**src/rtl/tier_pwr_pkg.sv**
```systemverilog
package tier_pwr_pkg;

  typedef struct packed {
    logic stepUp;
    logic stepDown;
  } tierStrobe_t;

  typedef enum logic [1:0] {
    ROW_SLEEP  = 2'd0,
    ROW_IDLE   = 2'd1,
    ROW_ACTIVE = 2'd2
  } rowPwr_t;

endpackage

```
**src/rtl/tier_capacity_dp.sv**
```systemverilog
module tier_capacity_dp
  import tier_pwr_pkg::*;
#(
  parameter int OCC_W    = 20,
  parameter int ALPHA_W  = 8,
  parameter int NUM_ROWS = 4,
  parameter int LVL_W    = $clog2(NUM_ROWS + 2)
) (
  input  logic               clk,
  input  logic               rstN,
  input  logic [OCC_W-1:0]   occBytes,
  input  logic [ALPHA_W-1:0] alpha,
  input  logic [OCC_W-1:0]   onChipBytes,
  input  logic [OCC_W-1:0]   sramBytes,
  input  logic [OCC_W-1:0]   dramRowBytes,
  input  logic [OCC_W-1:0]   hystBytes,
  input  tierStrobe_t        strobe,
  output logic [OCC_W-1:0]   targetCap,
  output logic [OCC_W-1:0]   admitLimit,
  output logic [LVL_W-1:0]   level,
  output logic               canWake,
  output logic               canSleep
);
  localparam int MAX_LVL = NUM_ROWS + 1;
  localparam int TBL_N   = 2 ** LVL_W;
  localparam int PROD_W  = OCC_W + ALPHA_W + 1;
  localparam logic [LVL_W-1:0] TOP_LVL = LVL_W'(MAX_LVL);

  logic [OCC_W-1:0]   capTable [TBL_N];
  logic [OCC_W-1:0]   totalBytes, capCur, capBelow, targetQ;
  logic [LVL_W-1:0]   levelQ;
  logic [ALPHA_W:0]   alphaComp;
  logic [PROD_W-1:0]  blend;

  // capacity of each ladder level
  assign capTable[0] = onChipBytes;
  assign capTable[1] = onChipBytes + sramBytes;
  for (genvar k = 2; k < TBL_N; k++) begin : g_cap
    if (k <= MAX_LVL) begin : g_row
      assign capTable[k] = capTable[k-1] + dramRowBytes;
    end else begin : g_pad
      assign capTable[k] = capTable[k-1];
    end
  end

  assign totalBytes = capTable[MAX_LVL];
  assign capCur     = capTable[levelQ];
  assign capBelow   = (levelQ == '0) ? capTable[0] : capTable[levelQ - LVL_W'(1)];

  // single multiply-add blend
  assign alphaComp = (ALPHA_W+1)'(1 << ALPHA_W) - {1'b0, alpha};
  assign blend = PROD_W'(alpha) * PROD_W'(occBytes)
               + PROD_W'(alphaComp) * PROD_W'(totalBytes);

  always_ff @(posedge clk) begin
    if (!rstN) begin
      targetQ <= '1;
    end else begin
      targetQ <= blend[ALPHA_W +: OCC_W];
    end
  end

  always_ff @(posedge clk) begin
    if (!rstN) begin
      levelQ <= TOP_LVL;
    end else if (strobe.stepUp) begin
      levelQ <= levelQ + LVL_W'(1);
    end else if (strobe.stepDown) begin
      levelQ <= levelQ - LVL_W'(1);
    end
  end

  assign canWake  = (levelQ != TOP_LVL) &&
                    ({1'b0, targetQ} > ({1'b0, capCur} + {1'b0, hystBytes}));
  assign canSleep = (levelQ != '0) && (targetQ <= capBelow) && (occBytes < capBelow);

  assign targetCap  = targetQ;
  assign admitLimit = capCur;
  assign level      = levelQ;


  step_one_chk: assert property (@(posedge clk) disable iff (!rstN)
    !$stable(levelQ) |-> (levelQ == $past(levelQ) + LVL_W'(1)) ||
                         (levelQ == $past(levelQ) - LVL_W'(1)));


  strobe_excl_chk: assert property (@(posedge clk) disable iff (!rstN)
    $onehot0({strobe.stepUp, strobe.stepDown}));


  sleep_safe_chk: assert property (@(posedge clk) disable iff (!rstN)
    (levelQ < $past(levelQ)) |-> ($past(occBytes) < capCur));


  no_full_sleep_chk: assert property (@(posedge clk) disable iff (!rstN)
    strobe.stepDown |-> (targetQ < totalBytes));

endmodule

```
**src/rtl/tier_sequencer.sv**
```systemverilog
module tier_sequencer
  import tier_pwr_pkg::*;
#(
  parameter int NUM_ROWS = 4,
  parameter int LVL_W    = $clog2(NUM_ROWS + 2)
) (
  input  logic                clk,
  input  logic                rstN,
  input  logic [LVL_W-1:0]    level,
  input  logic                canWake,
  input  logic                canSleep,
  output tierStrobe_t         strobe,
  output logic                sramWake,
  output logic                dramCtrlWake,
  output logic [NUM_ROWS-1:0] rowWake
);
  // wake wins over sleep
  always_comb begin
    strobe.stepUp   = canWake;
    strobe.stepDown = canSleep & ~canWake;
  end

  assign sramWake     = (level >= LVL_W'(1));
  assign dramCtrlWake = (level >= LVL_W'(2));

  for (genvar i = 0; i < NUM_ROWS; i++) begin : g_row
    assign rowWake[i] = (level >= LVL_W'(i + 2));
  end


  ctrl_after_sram_chk: assert property (@(posedge clk) disable iff (!rstN)
    $rose(dramCtrlWake) |-> $past(sramWake));


  sram_last_chk: assert property (@(posedge clk) disable iff (!rstN)
    $fell(sramWake) |-> !$past(dramCtrlWake));

  for (genvar i = 1; i < NUM_ROWS; i++) begin : g_ord

    row_up_order_chk: assert property (@(posedge clk) disable iff (!rstN)
      $rose(rowWake[i]) |-> $past(rowWake[i-1]));

    row_down_order_chk: assert property (@(posedge clk) disable iff (!rstN)
      $fell(rowWake[i-1]) |-> !$past(rowWake[i]));
  end

endmodule

```
**src/rtl/row_activity.sv**
```systemverilog
module row_activity
  import tier_pwr_pkg::*;
#(
  parameter int NUM_ROWS = 4,
  parameter int IDLE_W   = 16
) (
  input  logic                  clk,
  input  logic                  rstN,
  input  logic [NUM_ROWS-1:0]   rowWake,
  input  logic [NUM_ROWS-1:0]   rowAccess,
  input  logic [IDLE_W-1:0]     idleLimit,
  output logic [2*NUM_ROWS-1:0] rowState
);
  localparam logic [IDLE_W-1:0] CNT_MAX = '1;

  for (genvar i = 0; i < NUM_ROWS; i++) begin : g_row
    logic [IDLE_W-1:0] quietCnt;
    rowPwr_t           pwr;

    always_ff @(posedge clk) begin
      if (!rstN) begin
        quietCnt <= '0;
      end else if (!rowWake[i] || rowAccess[i]) begin
        quietCnt <= '0;
      end else if (quietCnt != CNT_MAX) begin
        quietCnt <= quietCnt + IDLE_W'(1);
      end
    end

    always_comb begin
      if (!rowWake[i])                pwr = ROW_SLEEP;
      else if (quietCnt >= idleLimit) pwr = ROW_IDLE;
      else                            pwr = ROW_ACTIVE;
    end

    assign rowState[2*i +: 2] = pwr;


    busy_row_active_chk: assert property (@(posedge clk) disable iff (!rstN)
      ($past(rowAccess[i]) && $past(rowWake[i]) && rowWake[i] && (idleLimit != '0))
        |-> (pwr == ROW_ACTIVE));
  end

endmodule

```
**src/rtl/buf_tier_power.sv**
```systemverilog
module buf_tier_power
  import tier_pwr_pkg::*;
#(
  parameter int OCC_W    = 20,
  parameter int ALPHA_W  = 8,
  parameter int NUM_ROWS = 4,
  parameter int IDLE_W   = 16
) (
  input  logic                  clk,
  input  logic                  rstN,
  input  logic [OCC_W-1:0]      occBytes,
  input  logic [ALPHA_W-1:0]    alpha,
  input  logic [OCC_W-1:0]      onChipBytes,
  input  logic [OCC_W-1:0]      sramBytes,
  input  logic [OCC_W-1:0]      dramRowBytes,
  input  logic [OCC_W-1:0]      hystBytes,
  input  logic [IDLE_W-1:0]     idleLimit,
  input  logic [NUM_ROWS-1:0]   rowAccess,
  output logic [OCC_W-1:0]      targetCap,
  output logic [OCC_W-1:0]      admitLimit,
  output logic                  sramWake,
  output logic                  dramCtrlWake,
  output logic [NUM_ROWS-1:0]   rowWake,
  output logic [2*NUM_ROWS-1:0] rowState
);
  localparam int LVL_W = $clog2(NUM_ROWS + 2);

  tierStrobe_t      strobe;
  logic [LVL_W-1:0] level;
  logic             canWake, canSleep;
  logic [OCC_W-1:0] awakeSum;

  tier_capacity_dp #(
    .OCC_W(OCC_W), .ALPHA_W(ALPHA_W), .NUM_ROWS(NUM_ROWS), .LVL_W(LVL_W)
  ) u_dp (
    .clk(clk), .rstN(rstN), .occBytes(occBytes), .alpha(alpha),
    .onChipBytes(onChipBytes), .sramBytes(sramBytes), .dramRowBytes(dramRowBytes),
    .hystBytes(hystBytes), .strobe(strobe), .targetCap(targetCap),
    .admitLimit(admitLimit), .level(level), .canWake(canWake), .canSleep(canSleep)
  );

  tier_sequencer #(.NUM_ROWS(NUM_ROWS), .LVL_W(LVL_W)) u_seq (
    .clk(clk), .rstN(rstN), .level(level), .canWake(canWake), .canSleep(canSleep),
    .strobe(strobe), .sramWake(sramWake), .dramCtrlWake(dramCtrlWake), .rowWake(rowWake)
  );

  row_activity #(.NUM_ROWS(NUM_ROWS), .IDLE_W(IDLE_W)) u_act (
    .clk(clk), .rstN(rstN), .rowWake(rowWake), .rowAccess(rowAccess),
    .idleLimit(idleLimit), .rowState(rowState)
  );

  assign awakeSum = onChipBytes + (sramWake ? sramBytes : '0)
                  + OCC_W'($countones(rowWake)) * dramRowBytes;


  admit_sum_chk: assert property (@(posedge clk) disable iff (!rstN)
    admitLimit == awakeSum);


  ctrl_with_rows_chk: assert property (@(posedge clk) disable iff (!rstN)
    (|rowWake) == dramCtrlWake);

endmodule

```
**config.mk**
```make
export PLATFORM = sky130hd
export DESIGN_NAME = buf_tier_power
export DESIGN_NICKNAME = d
export VERILOG_FILES = /design/src/rtl/tier_pwr_pkg.sv /design/src/rtl/tier_capacity_dp.sv /design/src/rtl/tier_sequencer.sv /design/src/rtl/row_activity.sv /design/src/rtl/buf_tier_power.sv
export SDC_FILE = /design/constraint.sdc
export NUM_CORES = 1
export LEC_CHECK = 0
export BUFFER_PORTS_ARGS = -buffer_cell sky130_fd_sc_hd__buf_2
export CAP_MARGIN = 20
export CORE_UTILIZATION = 45
export DETAILED_ROUTE_END_ITERATION = 8
export PLACE_DENSITY_LB_ADDON = 0.15
export SLEW_MARGIN = 20
export SYNTH_ARGS = -nofsm -noshare
export SYNTH_HDL_FRONTEND = slang
export SYNTH_SLANG_ARGS = --single-unit
```
**constraint.sdc**
```tcl
create_clock -name clk -period 15.7 [get_ports clk]
set_input_delay 3.14 -clock clk [delete_from_list [all_inputs] [get_ports clk]]
set_output_delay 3.14 -clock clk [all_outputs]
set_load 0.005 [all_outputs]
```
# Word-level counts from Yosys, hierarchy flattened
# Index checks and enable logic that the tools add are counted.
# W data, S select, Z words.
[word_totals]
ff_bits = 87
input_bits = 130
output_inout_bits = 54
wordCells = 81
[op_classes]
add_sub_neg = 14
n_mul = 2
order_cmp = 14
eq_ne = 5
n_mux = 17
bitwise_logic = 5
n_reduce_logical = 18
[op_table]
columns = ["op", "count"]
rows = [
  ["$bmux W20 S3", 2],
  ["$add A20 B20 Y20", 5],
  ["$mux W20", 5],
  ["$add A16 B1 Y16 const B", 4],
  ["$ge A16 B16 Y1", 4],
  ["$ne A16 B16 Y1 const B", 4],
  ["$add A28 B28 Y28", 1],
  ["$mul A8 B20 Y28", 1],
  ["$mul A9 B20 Y28", 1],
  ["$add A20 B20 Y21", 1],
  ["$gt A20 B21 Y1", 1],
  ["$le A20 B20 Y1", 1],
  ["$lt A20 B20 Y1", 1],
  ["$mux W2", 8],
  ["$sub A9 B8 Y9 const A", 1],
  ["$ge A4 B4 Y1 const B", 2],
  ["$not A3 Y4", 2],
  ["$reduce_or A2 Y1", 4],
  ["$ge A3 B2 Y1 const B", 2],
  ["$ge A3 B3 Y1 const B", 2],
  ["$mux W3", 2],
  ["$logic_not A1 Y1", 4],
  ["$logic_or A1 B1 Y1", 4],
  ["$add A3 B1 Y3 const B", 1],
  ["9 further kinds", 12],
]

# Depth between registers and ports, before layout
# Gate-level depths: netlist of run 1.
[depth]
depth_word = 15
mapped_depth = 57
mapped_depth_nobuf = 55

# Cells and area by module
# From an unflattened synthesis of run 1, not the netlist that was laid out.
[hier_totals]
hier_cells = 2914
area_unflattened_um2 = 23754.0
[modules_own_cells]
columns = ["module", "instances", "cells_each", "area_per_inst_um2", "seq_area_each_um2"]
rows = [
  ["tier_capacity_dp", 1, 2375, 19228.4, 460.4],
  ["row_activity", 1, 531, 4471.8, 1281.2],
  ["tier_sequencer", 1, 8, 53.8, 0.0],
]

# Worst setup path before layout of run 1
# OpenSTA, ideal clock, no wires.
[synth_path]
path_kind = "input-to-reg"
from = "in onChipBytes[0]"
to = "reg u_dp.targetQ[19], in the netlist u_dp.targetCap[19]"
setup_ns = 0.131
t_arrival_ns = 14.525
required_ns = 15.569
slack_ns = 1.044
stages = 49
n_path_buf = 1
path_cell_list = "ha_1 > fa_1 > a21o_1 > a311o_1 > a21oi_1 > xnor2_1 > ha_1 > o211a_1 > o211ai_1 > nor2b_1 > xnor2_1 > ha_1 > buf_2 > a21o_1 > a21oi_1 > inv_1 > a41o_1 > a21oi_1 > [... 13 more ...] > fa_1 > inv_1 > fa_1 > fa_1 > fa_1 > fa_1 > inv_1 > fa_1 > inv_1 > ha_1 > nand3_1 > a21oi_1 > a221o_1 > o41ai_2 > o211ai_1 > o41ai_2 > a211o_1 > nand3_2"
[synth_via]
elab_chain_len = 7
[synth_rtl]
columns = ["item", "line_no", "rtl"]
rows = [
  ["from (decl)", "buf_tier_power.sv:13", "input logic [OCC_W-1:0] onChipBytes,"],
  ["$add A20 B20 Y20", "tier_capacity_dp.sv:37", "assign capTable[1] = onChipBytes + sramBytes;"],
  ["$add A20 B20 Y20 (4 in a row)", "tier_capacity_dp.sv:40", "assign capTable[k] = capTable[k-1] + dramRowBytes;"],
  ["$mul A9 B20 Y28", "tier_capacity_dp.sv:53", "+ PROD_W'(alphaComp) * PROD_W'(totalBytes);"],
  ["$add A28 B28 Y28", "tier_capacity_dp.sv:53", ""],
  ["to (signal assigned)", "tier_capacity_dp.sv:59", "targetQ <= blend[ALPHA_W +: OCC_W];"],
  ["to (decl)", "tier_capacity_dp.sv:30", "logic [OCC_W-1:0] totalBytes, capCur, capBelow, targetQ;"],
]
# Every way passes these cells.
# A chain may end at the register's enable or synchronous reset.

# Worst setup path in the final report of run 1
# Ends and elaborated chain as after synthesis.

==> metrics.txt, run 1 <==
Post-synth EDFFs=0; gr ovfl total=0; Detailed Routing Iterations Pass 1=5; busiest grt layer=met2; core outline area=51700 um2; DP Area=25400 um2; met1 usage=39.7%; worst slew pin tran=1.12 ns; FP Rows=83; slew margin rel.=25.3%; most used cell, CP=fa_1; number of port buffers=183; outcome=finished, final reports clean; clock sinks=87; #FFs+latches synth=87; CTS clk-pin slew, worst paths=0.08 ns; # DRC=0; average size of a mapped cell=8.21 um2; final setup fails=0; layout cell share with drive strength beyond 1=11.2%; Unique masters post-synth=95; routed wire length=74.6 mm; root buffer cell=clkbuf_16; Final period util=96.4%; global-route wire length before repair=117 mm; DR iter-0 viols=1624; fin util=50.1%; ys async rst share=0%; worst setup path category=input port to flip-flop; clock buffer count from CTS=9; pin count of the biggest net entering global routing=58; Worst path max stage delay=0.54 ns; WL/cell=20.0 um; number of synthesis warnings=0; P&R area growth vs syn=9.22%; IO Pins=184; Critical Path End Type=flip-flop; DPL Wire Length=62.5 mm; Worst EP arrival=15.36 ns; Via density=5.76; Final Skew=0.0105 ns; CP max stage cell=fa_1; Worst Slack Setup Final=0.573 ns; fin crit period=15.13 ns; Longest Clk Path Bufs=2; Synth Cell Area=23700 um2; CTS tree=done; total number of vias=21400; Data required, critical path=15.93 ns; initial core utilization=45.9%; worst slack, placed=-0.216 ns; crit-path max FO=7; GRT Resource Usage Total=28.0%; met2 global-route usage=44.6%; Max Clk Rate=66.1 MHz; routability cong.=0.990; htree depth=3; nets=3768; Finished Cell Area=25900 um2; Routed Antenna Nets=0; final slew viol count=0; HP Class=flip-flop to flip-flop; Post-Synthesis Net Count=3630; post-synthesis sequential area ratio=7.33%; antenna violations before repair=3; top_reg_cell synth=dfxtp_1; die area=53700 um2; startpoint types=input port; Clock Latency Late Sink=0.38 ns; Gate Count Post-Synth=2894; Die X=232 um; number of global-route vias before repair=21200; met3 usage=3.61%; die height=232 um; Max-Cap Viols=0; Fin. Hold Viols=0; R2R setup slack=8.16 ns
## cells in the mapped netlist (34+ instances only)
cell      instances  area share (%)
a211oi_1         34             1.1
a21o_1           77             2.4
a21oi_1         137             2.9
and2_1           77             2.0
clkbuf_1         74             1.2
dfxtp_1          87             7.3
fa_1            285              24
ha_1            321              17
inv_1           374             5.9
nand2_1         350             5.5
nand3_1          55             1.2
nor2_1          223             3.5
nor3_1           57             1.2
o21a_1           51             1.6
o21ai_0          99             2.1
xnor2_1         107             3.9
xor2_1           69             2.5
## worst max-delay path, delay by kind of cell
kind	cells	cell delay, ns
buffers and inverters	6	0.42
AOI/OAI and AO/OA	15	3.58
adders and majority gates	13	5.37
and+or+nand+nor	9	1.80
xor gates and xnor gates	5	1.03
## cell usage in the layout, fill, tap and decap left out, types with 11 or more instances in the layout
cell	n
o21a_1	51
xnor2_1	101
a21oi_1	133
o22ai_1	23
a21o_1	77
nor2_1	222
dfxtp_1	86
nor3_1	56
nand2_1	350
mux2i_1	20
a211oi_1	32
buf_4	45
a211o_1	11
or3_1	25
inv_1	374
nand3_1	55
fa_1	285
nand2b_1	32
a31oi_1	14
mux4_2	19
and2_1	77
buf_2	183
o21bai_1	17
ha_1	318
and3_1	15
xor2_1	67
nor2b_1	19
nand4_1	26
o21ai_0	96
## through the flow
stage / setup TNS, ns / cells / hold WS, ns
2_1_floorplan: 0 / 2894 / 0.463
3_3_place_gp: -0.0000302 / 3697 / 0.492
3_5_place_dp: -0.728 / 3697 / 0.509
4_1_cts: 0 / 3713 / 0.523
5_1_grt: -0.126 / 3719 / 0.568
6_report: 0 / 3719 / 0.536
## sequential cells by signal, summed over array words and instances, names as in the netlist
| name | count |
|---|---|
| u_dp.targetCap | 20 |
| u_dp.level | 3 |
| u_act.g_row.quietCnt | 64 |
## final cells by class
type | count | area, um2
clock inverters | 7 | 90.1
well taps | 680 | 851
multi-input cells | 2329 | 20400
flip-flops and latches | 87 | 1740
repair buffers | 228 | 1250
diodes | 2 | 5.00
fillers | 5026 | 25800
clock buffers | 9 | 225
inverters | 377 | 1420
## cell families after synthesis
kind of cell / after synthesis / synth area share, %
AO/OA/AOI/OAI: 565 / 15.9
flip-flops: 87 / 7.33
XOR/XNOR: 180 / 6.89
adder cells (fa/ha/maj): 606 / 40.9
buffers and inverters: 478 / 7.76
multiplexers: 48 / 3.07
AND/OR/NAND/NOR: 930 / 18.1
## worst paths after layout
path                                                 start                    endpoint  depth (start not counted)
worst max-delay path                        onChipBytes[0]          u_dp.targetCap[19]                         48
worst min-delay path            u_act.g_row[0].quietCnt[8]  u_act.g_row[0].quietCnt[8]                          2
worst max register to register               u_dp.level[0]               u_dp.level[1]                         25
worst min register to register  u_act.g_row[0].quietCnt[8]  u_act.g_row[0].quietCnt[8]                          2
## per-layer routing
layer	vias to the layer above	part of all wire [%]
li1	9998	-
met1	10500	46
met2	776	45
met3	99	7.2
met4	0	2.3
met5	-	0
## repair_timing
| item | 4_1_cts | 5_1_grt |
|---|---|---|
| setup buffers | 0 | 4 |
| setup endpoints to repair | 0 | 8 |
| hold endpoints to repair | 0 | 0 |
| gates resized for setup | 0 | 37 |
| hold buffers | 0 | 0 |
Power of run 1 is not shown: default switching activity piles up to over one toggle a cycle in this logic, so the estimate is an artifact.
==> run 2: changes to the inputs <==
--- a/config.mk
+++ b/config.mk
@@ -13,4 +13,5 @@
 export SLEW_MARGIN = 20
 export SYNTH_ARGS = -nofsm -noshare
 export SYNTH_HDL_FRONTEND = slang
+export SYNTH_HIERARCHICAL = 1
 export SYNTH_SLANG_ARGS = --single-unit
==> metrics.txt, run 2 <==
outcome=finished, final reports clean; htree depth=3 (unchanged); cell taking the most area after synthesis=fa_1; Unique masters post-synth=85 (-11%); Max-Cap Viols=0 (unchanged); WL/cell=19.5 um (-2.6%); total number of vias=21400 (-0.037%); Worst path max stage delay=0.55 ns (about the same); number of global-route vias before repair=21200 (+0.23%); gr ovfl total=0 (unchanged); worst slack, placed=-0.293 ns (-0.0763 ns); ys async rst share=0% (unchanged); DR iter-0 viols=1531 (-5.7%); top post-synthesis cells by count=411 x inv_1, 349 x nand2_1, 319 x ha_1, 285 x fa_1, 251 x nor2_1; clock buffer count from CTS=9 (unchanged); CTS clk-pin slew, worst paths=0.08 ns (about the same); Data required, critical path=15.93 ns (about the same); most frequent cell after synthesis=inv_1; slew margin rel.=37.3% (+12 points); crit-path max FO=6 (-1); CTS tree=done; area of the multi-input gates=20400 um2 (about the same); Post-synth EDFFs=0 (unchanged); commonest non-fill, non-tap cell in the layout=inv_1; IO Pins=184 (unchanged); top cell family by delay on the critical path=adder cells; hold buffers post-CTS=0 (unchanged); R2R setup slack=8.68 ns (+0.52 ns); pin count of the biggest net entering global routing=47 (-19%); Fin. Hold Viols=0 (unchanged); Reg-to-Reg End=u_dp/level[1]; nets=3794 (+0.69%); FILL cells=5091 (+1.3%); FP Rows=83 (unchanged); final setup fails=0 (unchanged); layout cell share with drive strength beyond 1=11.8% (+0.58 points); DPL Wire Length=61.4 mm (-1.7%); most used cell, CP=fa_1; Synth Cell Area=23800 um2 (about the same); HP Class=flip-flop to flip-flop; Worst Slack Setup Final=0.615 ns (+0.0420 ns); number of synthesis warnings=6 (+6); routed wire length=73.1 mm (-1.9%); P&R area growth vs syn=9.68%; die height=232 um (about the same); Critical Path End Type=flip-flop; final slew viol count=0 (unchanged); top_reg_cell synth=dfxtp_1; Final Skew=0.0198 ns (+0.00930 ns); Worst EP arrival=15.32 ns (-0.04 ns); most frequent cells in the layout=410 x inv_1, 349 x nand2_1, 314 x ha_1, 284 x fa_1, 249 x nor2_1; worst slew pin tran=0.934 ns (-0.183 ns); global-route wire length before repair=115 mm (-1.3%); # DRC=0 (unchanged); HP Start=u_act/g_row[1].quietCnt[10]; antenna violations before repair=0 (-3); Die X=232 um (about the same); Clock Latency Late Sink=0.39 ns (about the same); Longest Clk Path Bufs=2 (unchanged); hold path cells=1 (-1); Routed Antenna Nets=0 (unchanged); CP bufs+invs=6 (unchanged); Gate Count Post-Synth=2914 (+0.69%); initial core utilization=45.9% (about the same); die area=53700 um2 (about the same); CP startpoint=onChipBytes[0]; synth top area cells=fa_1 24%, ha_1 17%, dfxtp_1 7.3%, inv_1 6.5%, nand2_1 5.5%; worst setup path category=input port to flip-flop; clock sinks=87 (unchanged); worst r2r path cells=30 (+20%); Post-Synthesis Net Count=3648 (+0.50%); Detailed Routing Iterations Pass 1=8 (+3); hold endpoint=u_act/g_row[1].quietCnt[10]; Max Clk Rate=66.3 MHz (+0.28%); Via density=5.72 (-0.73%); Ant. Diodes=0 (-2); Largest register FFs=64 (unchanged); FF-to-FF Start=u_dp/level[0]; number of port buffers=183 (unchanged); GRT Resource Usage Total=27.4% (-0.61 points); root buffer cell=clkbuf_16; post-synthesis sequential area ratio=7.33% (about the same); core outline area=51700 um2 (unchanged); average size of a mapped cell=8.15 um2 (-0.65%); Most flops, register=u_act/g_row.quietCnt; fin crit period=15.09 ns (-0.0420 ns); register area=1750 um2 (+0.14%); #FFs+latches synth=87 (unchanged); Final period util=96.1% (-0.27 points); startpoint types=input port; routability cong.=0.940 (-5.1%); post-synth top area share=24.0% (about the same); CP max stage cell=fa_1
[run 2: changes by cell type in the layout (fill, tap and decap cells not counted), moves of 11 or more]
cell / before / now
o21a_1: 51 / 33
nor2_1: 222 / 249
inv_1: 374 / 410
o2111ai_1: 0 / 16
and3_1: 15 / 26
and2_1: 77 / 56
nor2b_1: 19 / 32
a21o_1: 77 / 50
a21oi_1: 133 / 145
[run 2: cells by family after synthesis]
family                     Yosys count  share of synthesized area [%]
muxes                               49                           3.47
xor gates and xnor gates           178                           6.78
and+or+nand+nor                    946                           18.5
adders and majority gates          604                           40.8
buffers and inverters              506                           8.05
AOI/OAI and AO/OA                  544                           15.0
DFF                                 87                           7.33
[run 2: layout make-up]
class / count / share of cell area (%)
clock inverter: 7 / 0.269
tap: 680 / 3.27
multi-input combinational: 2321 / 78.1
inverter: 412 / 5.94
timing repair buffer: 229 / 4.84
clock buffer: 9 / 0.864
sequential: 87 / 6.70
[run 2: timing repair]
item / in CTS / in global routing
hold endpoints to repair: 0 / 0
endpoints found under the setup margin: 0 / 11
setup buffers: 0 / 13
resized for setup: 0 / 54
[run 2: per-layer routing]
layer	vias up	track usage (%)	wire, um
met4	0	9.00	2270
met3	99	3.83	4650
met5	-	0	0
met2	702	43.7	32500
met1	10500	38.1	33700
li1	10100	-	-
[run 2: worst register-to-register path: cells and delay by family (launching register included)]
| family | cells | cell delay (ns) |
|---|---|---|
| xor gates and xnor gates | 1 | 0.08 |
| and+or+nand+nor | 9 | 1.50 |
| AOI/OAI and AO/OA | 14 | 3.72 |
| buffers and inverters | 3 | 0.46 |
| DFF | 1 | 0.40 |
| adders and majority gates | 3 | 0.78 |
[run 2: per-stage QoR]
step / instances / setup TNS [ns] / cell area, um2 / hold WS, ns / util (%)
3_5_place_dp: 3716 / -0.674 / 25400 / 0.476 / 49.1
4_1_cts: 3732 / 0 / 25700 / 0.495 / 49.7
2_1_floorplan: 2914 / 0 / 23800 / 0.451 / -
5_1_grt: 3745 / -0.0602 / 26100 / 0.539 / 50.4
6_report: 3745 / 0 / 26100 / 0.492 / 50.4
3_3_place_gp: 3716 / 0 / 25400 / 0.476 / 49.1
[run 2: how the worst max path moves through the flow]
stage               cells past startpoint            endpoint  slack, ns
detailed placement                     53  u_dp/targetCap[16]      -0.29
global placement                       53  u_dp/targetCap[16]       0.03
floorplan                              54  u_dp/targetCap[16]       1.10
CTS                                    53  u_dp/targetCap[16]        0.1
finish                                 56  u_dp/targetCap[16]       0.61
global route                           56  u_dp/targetCap[16]      -0.06
Power of run 2 is left out for the same reason.
